### src/rtl/e3ram_pkg.sv
// Package: shared constants and types for the E3 receive alarm monitor.
// Assumes an 8-bit register address space.
package e3ram_pkg;

    localparam logic [7:0] ADDR_MODE   = 8'h00;
    localparam logic [7:0] ADDR_ERR_LO = 8'h52;
    localparam logic [7:0] ADDR_ERR_HI = 8'h53;

    localparam int         MODE_INT_LOS_BIT = 5;
    localparam int         MODE_SHORT_BIT   = 1;
    localparam logic [7:0] MODE_RESET       = 8'h20;

    // Encoding is {lof, oof}; 2'b10 is deliberately unused.
    typedef enum logic [1:0] {
        FS_IN  = 2'b00,
        FS_OOF = 2'b01,
        FS_LOF = 2'b11
    } frm_state_e;

endpackage

### src/rtl/e3ram_los_det.sv
// Module: zero-run loss-of-signal detector.
// Counts consecutive clocks with both rails low and saturates at the longest
// threshold. Declares LOS from the external request or from any enabled
// run criterion. Assumes INT_RUN >= SHORT_RUN >= 1.
module e3ram_los_det #(
    parameter int INT_RUN   = 180,
    parameter int SHORT_RUN = 32
) (
    input  logic clk,
    input  logic rst_n,
    input  logic rx_pos,
    input  logic rx_neg,
    input  logic ext_los,
    input  logic int_en,
    input  logic short_en,
    output logic los
);

    localparam int                RUN_W     = $clog2(INT_RUN + 1);
    localparam logic [RUN_W-1:0]  RUN_MAX   = RUN_W'(INT_RUN);
    localparam logic [RUN_W-1:0]  SHORT_THR = RUN_W'(SHORT_RUN);

    logic [RUN_W-1:0] run_q;
    logic [RUN_W-1:0] run_nxt;
    logic             rail_one;
    logic             los_nxt;

    // Next run length: a one on either rail restarts the run, else saturating count.
    always_comb begin
        rail_one = rx_pos | rx_neg;
        if (rail_one)
            run_nxt = '0;
        else if (run_q == RUN_MAX)
            run_nxt = run_q;
        else
            run_nxt = run_q + 1'b1;
        los_nxt = ext_los
                | (int_en   && (run_nxt >= RUN_MAX))
                | (short_en && (run_nxt >= SHORT_THR));
    end

    // Register the run length and the LOS pin.
    always_ff @(posedge clk) begin
        if (!rst_n) begin
            run_q <= '0;
            los   <= 1'b0;
        end else begin
            run_q <= run_nxt;
            los   <= los_nxt;
        end
    end

    AST_EXT_FORCES_LOS: assert property (@(posedge clk) disable iff (!rst_n)
        ext_los |=> los);
    AST_ONE_CLEARS_LOS: assert property (@(posedge clk) disable iff (!rst_n)
        (rail_one && !ext_los) |=> !los);
    AST_RUN_NO_WRAP: assert property (@(posedge clk) disable iff (!rst_n)
        (!rail_one && run_q == RUN_MAX) |=> run_q == RUN_MAX);

endmodule

### src/rtl/e3ram_frm_state.sv
// Module: framing state tracker.
// Follows the alignment core's in-frame level. On loss it reports
// out-of-frame, and escalates to loss of frame after OOF_CLKS clocks without
// regain. Assumes OOF_CLKS >= 2.
module e3ram_frm_state
    import e3ram_pkg::*;
#(
    parameter int OOF_CLKS = 103104
) (
    input  logic clk,
    input  logic rst_n,
    input  logic core_in_frame,
    output logic oof,
    output logic lof
);

    localparam int               TMR_W    = $clog2(OOF_CLKS);
    localparam logic [TMR_W-1:0] TMR_LAST = TMR_W'(OOF_CLKS - 1);

    frm_state_e       state_q;
    logic [TMR_W-1:0] tmr_q;

    // Advance the framing state and the out-of-frame timer.
    always_ff @(posedge clk) begin
        if (!rst_n) begin
            state_q <= FS_IN;
            tmr_q   <= '0;
        end else begin
            case (state_q)
                FS_IN: begin
                    tmr_q <= '0;
                    if (!core_in_frame) state_q <= FS_OOF;
                end
                FS_OOF: begin
                    if (core_in_frame) begin
                        state_q <= FS_IN;
                        tmr_q   <= '0;
                    end else if (tmr_q == TMR_LAST) begin
                        state_q <= FS_LOF;
                        tmr_q   <= '0;
                    end else begin
                        tmr_q <= tmr_q + 1'b1;
                    end
                end
                FS_LOF: begin
                    tmr_q <= '0;
                    if (core_in_frame) state_q <= FS_IN;
                end
                default: begin
                    state_q <= FS_IN;
                    tmr_q   <= '0;
                end
            endcase
        end
    end

    // Drive the two pins straight from the state encoding.
    always_comb begin
        lof = state_q[1];
        oof = state_q[0];
    end

    AST_NO_INVALID_CODE: assert property (@(posedge clk) disable iff (!rst_n)
        !(lof && !oof));
    AST_REGAIN_CLEARS: assert property (@(posedge clk) disable iff (!rst_n)
        core_in_frame |=> (!lof && !oof));
    AST_LOF_AFTER_OOF: assert property (@(posedge clk) disable iff (!rst_n)
        $rose(lof) |-> $past(oof));
    AST_LOSS_TO_OOF: assert property (@(posedge clk) disable iff (!rst_n)
        (!core_in_frame && !oof) |=> (oof && !lof));

endmodule

### src/rtl/e3ram_err_cnt.sv
// Module: saturating framing-byte error event counter.
// Adds the number of active events each clock. A clear drops the old
// count but keeps the same clock's events. Assumes NUM_EV is small.
module e3ram_err_cnt #(
    parameter int CNT_W  = 16,
    parameter int NUM_EV = 2
) (
    input  logic             clk,
    input  logic             rst_n,
    input  logic [NUM_EV-1:0] ev,
    input  logic             clr,
    output logic [CNT_W-1:0] cnt
);

    localparam int               INC_W   = $clog2(NUM_EV + 1);
    localparam logic [CNT_W-1:0] CNT_MAX = {CNT_W{1'b1}};

    logic [INC_W-1:0] inc;
    logic [CNT_W-1:0] base;
    logic [CNT_W:0]   sum;

    // Compute the saturating next count.
    always_comb begin
        inc  = INC_W'($countones(ev));
        base = clr ? '0 : cnt;
        sum  = {1'b0, base} + {{(CNT_W + 1 - INC_W){1'b0}}, inc};
    end

    // Hold the count register.
    always_ff @(posedge clk) begin
        if (!rst_n)
            cnt <= '0;
        else
            cnt <= sum[CNT_W] ? CNT_MAX : sum[CNT_W-1:0];
    end

    AST_CLEAR_ON_READ: assert property (@(posedge clk) disable iff (!rst_n)
        clr |=> cnt <= CNT_W'(NUM_EV));
    AST_NO_OVERFLOW: assert property (@(posedge clk) disable iff (!rst_n)
        (cnt == CNT_MAX && !clr) |=> cnt == CNT_MAX);
    AST_MONOTONIC: assert property (@(posedge clk) disable iff (!rst_n)
        !$past(clr) |-> cnt >= $past(cnt));

endmodule

### src/rtl/e3ram_regif.sv
// Module: byte register port.
// Holds the mode byte, returns read data one clock after a read, and
// captures the counter high byte when the low byte is read. Assumes reads
// and writes are not issued in the same clock.
module e3ram_regif
    import e3ram_pkg::*;
#(
    parameter int CNT_W = 16
) (
    input  logic             clk,
    input  logic             rst_n,
    input  logic             reg_wr,
    input  logic             reg_rd,
    input  logic [7:0]       reg_addr,
    input  logic [7:0]       reg_wdata,
    input  logic [CNT_W-1:0] cnt,
    output logic [7:0]       reg_rdata,
    output logic             cnt_clr,
    output logic             int_en,
    output logic             short_en
);

    logic [7:0] mode_q;
    logic [7:0] hi_shadow_q;
    logic [7:0] rd_mux;

    // Decode the clear strobe and the mode bits.
    always_comb begin
        cnt_clr  = reg_rd && (reg_addr == ADDR_ERR_LO);
        int_en   = mode_q[MODE_INT_LOS_BIT];
        short_en = mode_q[MODE_SHORT_BIT];
        case (reg_addr)
            ADDR_MODE:   rd_mux = mode_q;
            ADDR_ERR_LO: rd_mux = cnt[7:0];
            ADDR_ERR_HI: rd_mux = hi_shadow_q;
            default:     rd_mux = 8'h00;
        endcase
    end

    // Mode write, high-byte capture and registered read data.
    always_ff @(posedge clk) begin
        if (!rst_n) begin
            mode_q      <= MODE_RESET;
            hi_shadow_q <= 8'h00;
            reg_rdata   <= 8'h00;
        end else begin
            if (reg_wr && reg_addr == ADDR_MODE) mode_q <= reg_wdata;
            if (cnt_clr) hi_shadow_q <= cnt[15:8];
            if (reg_rd) reg_rdata <= rd_mux;
        end
    end

    AST_RD_WR_EXCLUSIVE: assert property (@(posedge clk) disable iff (!rst_n)
        !(reg_rd && reg_wr));
    AST_HI_HELD: assert property (@(posedge clk) disable iff (!rst_n)
        !cnt_clr |=> $stable(hi_shadow_q));

endmodule

### src/rtl/e3_rx_alarm_mon.sv
// Module: top of the E3 receive alarm monitor.
// Connects the LOS detector, the framing state tracker, the error event
// counter and the register port. All inputs are synchronous to clk.
module e3_rx_alarm_mon #(
    parameter int OOF_CLKS  = 103104,
    parameter int INT_RUN   = 180,
    parameter int SHORT_RUN = 32,
    parameter int CNT_W     = 16
) (
    input  logic       clk,
    input  logic       rst_n,
    input  logic       rx_pos,
    input  logic       rx_neg,
    input  logic       fa_chk_vld,
    input  logic       fa1_bad,
    input  logic       fa2_bad,
    input  logic       core_in_frame,
    input  logic       ext_los,
    input  logic       reg_wr,
    input  logic       reg_rd,
    input  logic [7:0] reg_addr,
    input  logic [7:0] reg_wdata,
    output logic [7:0] reg_rdata,
    output logic       oof_out,
    output logic       lof_out,
    output logic       los_out
);

    logic [CNT_W-1:0] cnt;
    logic             cnt_clr;
    logic             int_en;
    logic             short_en;
    logic [1:0]       ev;

    // Qualify the alignment byte results with the check strobe.
    always_comb begin
        ev = {fa2_bad & fa_chk_vld, fa1_bad & fa_chk_vld};
    end

    e3ram_los_det #(.INT_RUN(INT_RUN), .SHORT_RUN(SHORT_RUN)) u_los (
        .clk      (clk),
        .rst_n    (rst_n),
        .rx_pos   (rx_pos),
        .rx_neg   (rx_neg),
        .ext_los  (ext_los),
        .int_en   (int_en),
        .short_en (short_en),
        .los      (los_out)
    );

    e3ram_frm_state #(.OOF_CLKS(OOF_CLKS)) u_frm (
        .clk           (clk),
        .rst_n         (rst_n),
        .core_in_frame (core_in_frame),
        .oof           (oof_out),
        .lof           (lof_out)
    );

    e3ram_err_cnt #(.CNT_W(CNT_W), .NUM_EV(2)) u_cnt (
        .clk   (clk),
        .rst_n (rst_n),
        .ev    (ev),
        .clr   (cnt_clr),
        .cnt   (cnt)
    );

    e3ram_regif #(.CNT_W(CNT_W)) u_reg (
        .clk       (clk),
        .rst_n     (rst_n),
        .reg_wr    (reg_wr),
        .reg_rd    (reg_rd),
        .reg_addr  (reg_addr),
        .reg_wdata (reg_wdata),
        .cnt       (cnt),
        .reg_rdata (reg_rdata),
        .cnt_clr   (cnt_clr),
        .int_en    (int_en),
        .short_en  (short_en)
    );

endmodule

### config.mk
export PLATFORM = sky130hd
export DESIGN_NAME = e3_rx_alarm_mon
export DESIGN_NICKNAME = d
export VERILOG_FILES = /design/src/rtl/e3ram_pkg.sv /design/src/rtl/e3ram_los_det.sv /design/src/rtl/e3ram_frm_state.sv /design/src/rtl/e3ram_err_cnt.sv /design/src/rtl/e3ram_regif.sv /design/src/rtl/e3_rx_alarm_mon.sv
export SDC_FILE = /design/constraint.sdc
export NUM_CORES = 1
export LEC_CHECK = 0
export BUFFER_PORTS_ARGS = -buffer_cell sky130_fd_sc_hd__buf_2
export CAP_MARGIN = 30
export CORE_UTILIZATION = 58
export CTS_CLUSTER_SIZE = 16
export DETAILED_ROUTE_END_ITERATION = 10
export GPL_TIMING_DRIVEN = 1
export HOLD_SLACK_MARGIN = 0.15
export PLACE_DENSITY = 0.88
export REMOVE_ABC_BUFFERS = 1
export SKIP_LAST_GASP = 1
export SLEW_MARGIN = 20
export SYNTH_ARGS = -nofsm -noshare
export SYNTH_HDL_FRONTEND = slang
export SYNTH_SLANG_ARGS = --single-unit
export TNS_END_PERCENT = 100
### constraint.sdc
create_clock -name clk -period 4.4 [get_ports clk]
set_clock_uncertainty 0.1 [all_clocks]
set_input_delay 0.44 -clock clk [delete_from_list [all_inputs] [get_ports clk]]
set_output_delay 0.44 -clock clk [all_outputs]
set_load 0.01 [all_outputs]
==> flow_summary.json <==
{
  "setup_viol": 0,
  "tns_ps": 0,
  "arrival_ps": 3360,
  "drive_gt1_share_pct": 15.5,
  "grt_max_degree": 35,
  "drv_slew": 0,
  "finalNetCount": 420,
  "routedWlPerCell_um": 14.4,
  "cts.clk_slew.worst_paths_ps": 70,
  "slew_headroom_pct": 53.7,
  "min_path_type": "input port to flop",
  "path_class": "input port to flop",
  "synth.avg_cell_area_um2": 9.08,
  "hold_buffers": 0,
  "yosysWarnings": 0,
  "cts_made_buffers": 9,
  "vias": 2603,
  "place_area_mm2": 0.00340,
  "area_growth_pct": 12.0,
  "dieArea_mm2": 0.00587,
  "end_kind": "flop",
  "powerDensity_mw_per_mm2": 343,
  "ir_worst_vdd_uv": 306,
  "synth_flop_cell": "dfxtp_1",
  "rows": 26,
  "route.final.wire_length_mm": 6.67,
  "post_cts_buffers": 0,
  "cts_tree": "built",
  "initial_core_util_pct": 61.7,
  "die_y_um": 76.6,
  "insertion_delay_ps": 350,
  "antenna_found_initial": 0,
  "gp_congestion": 0.906,
  "synthDistinctLibCells": 49,
  "hpwlAfterDp_mm": 4.58,
  "wl_met1_mm": 2.94,
  "rsz0062_at_grt": "false",
  "synth_cells": 356,
  "grt_pass1_wl_mm": 11.2,
  "gr-usage-all-layers_pct": 24.1,
  "yosys_register_bits": 68,
  "ctsResizeCount": 0,
  "timing.final.crit_share_pct": 73.1,
  "grt_pass1_vias": 2507,
  "fill_cells": 406,
  "hold_violations": 0,
  "layout_common_cells": "dfxtp_1 (68), nor2_1 (40), buf_2 (37)",
  "core_area_mm2": 0.00524,
  "io_buffer_count": 37,
  "status": "complete, no violations",
  "p_leak_nw": 1.44,
  "fmax_ghz": 0.311,
  "ff2ff_path_depth": 9,
  "die_w_um": 76.6,
  "n_antenna_cell": 0,
  "synth_edf_count": 0,
  "async_flop_share_pct": 0,
  "clock_path_buffers": 2,
  "tightest_slew_ps": 691,
  "maxCapViolations": 0,
  "cts_num_sinks": 68,
  "first_iter_violations": 85,
  "cts_root_buffer": "clkbuf_8",
  "drc": 0,
  "io-pin-count": 38,
  "grt-ovfl-total": 0,
  "ys_seq_area_share_pct": 42.1,
  "cts.htree.levels": 3,
  "viasPerCell": 5.62,
  "netlist_area_mm2": 0.00323,
  "route.met3.wl_um": 269,
  "first_pass_iters": 4,
  "whs_path_depth": 2,
  "cp_max_fo": 13,
  "highest_layer": "met4",
  "crit_required_ps": 4540,
  "final_common_cell": "dfxtp_1",
  "final_cell_area_mm2": 0.00362,
  "worstSetupStartpointType": "input port",
  "wl_met2_mm": 3.33,
  "period_needed_ps": 3220,
  "detail-route-antenna-nets": 0
}
==> stage by stage <==
step                setup WS, ps  utilization [%]  instances  hold slack (ps)  power [mW]
floorplan                   1000                -        339              318       0.661
global placement             919             65.0        447              328       0.688
detailed placement           828             65.0        447              343       0.690
CTS                         1190             69.1        463              179        1.25
global route                 979             69.1        463              194        1.28
finish                      1180             69.1        463              187        1.24
==> where the power goes <==
part	leakage [nW]	switching (mW)	internal, mW
clock network	0.107	0.233	0.334
logic	0.784	0.0295	0.0233
registers	0.549	0.00350	0.620
total	1.44	0.266	0.977
==> cell type report <==
type,count,area [µm²],area share [%]
Inverter,15,56.3,1.55
Tap cell,70,87.6,2.42
Clock buffer,12,145,4.01
Timing Repair Buffer,38,193,5.32
Clock inverter,4,72.6,2.00
Sequential cell,68,1360,37.6
Multi-Input combinational cell,256,1710,47.1
==> registers in the layout, indices dropped and copies added, names as in the netlist <==
register and flops:
u_cnt.cnt 16, u_reg.reg_rdata 8, u_frm.tmr_q 17, u_los.run_q 8, u_frm.state_q 2, u_reg.hi_shadow_q 8
u_los.los 1, u_reg.mode_q 8
==> cell usage after synthesis (9+ instances only) <==
cell | instances | area [µm²]
clkbuf_1 | 9 | 33.8
dfxtp_1 | 68 | 1360
xnor2_1 | 14 | 123
nand3_1 | 15 | 75.1
and3_1 | 9 | 56.3
inv_1 | 15 | 56.3
nor2b_1 | 19 | 119
nand2_1 | 23 | 86.3
xor2_1 | 19 | 166
mux2i_1 | 24 | 240
nor2_1 | 40 | 150
a21oi_1 | 22 | 110
==> kinds of logic (layout without fill, tap and decap cells) <==
family / Yosys count / in the layout / share of synthesized area (%)
compound gates: 45 / 45 / 8.52
xor+xnor: 33 / 33 / 8.94
fa+ha+maj: 5 / 5 / 2.17
buf+inv: 32 / 69 / 5.11
flops: 68 / 68 / 42.1
mux: 24 / 24 / 7.43
simple gates: 149 / 149 / 25.7
==> worst max-delay path: stages <==
cell and delay (ps):
buf_2 110, nor4_4 350, nand2_4 130, or3_1 460, nand2_1 130, fa_1 190, inv_1 50, ha_1 240
and4_1 260, and3_1 240, nand3_1 410, nand4_1 140, and3b_1 190
==> path summary, 6_finish.rpt <==
path / from / endpoint / slack, ps
worst min register to register: u_frm.tmr_q[0] / u_frm.tmr_q[0] / 350
worst max-delay path: reg_addr[3] / u_cnt.cnt[2] / 1180
worst min-delay path: core_in_frame / u_frm.state_q[0] / 190
worst max register to register: u_cnt.cnt[0] / u_cnt.cnt[2] / 1730
==> layer usage <==
metal  track usage (%)  vias to the layer above
met5                 0                        -
met4              10.2                        0
met3              5.75                       14
met2              42.5                       59
met1              27.8                     1248
li1                  -                     1282
Note: power is estimated with default switching activity, not from simulation.
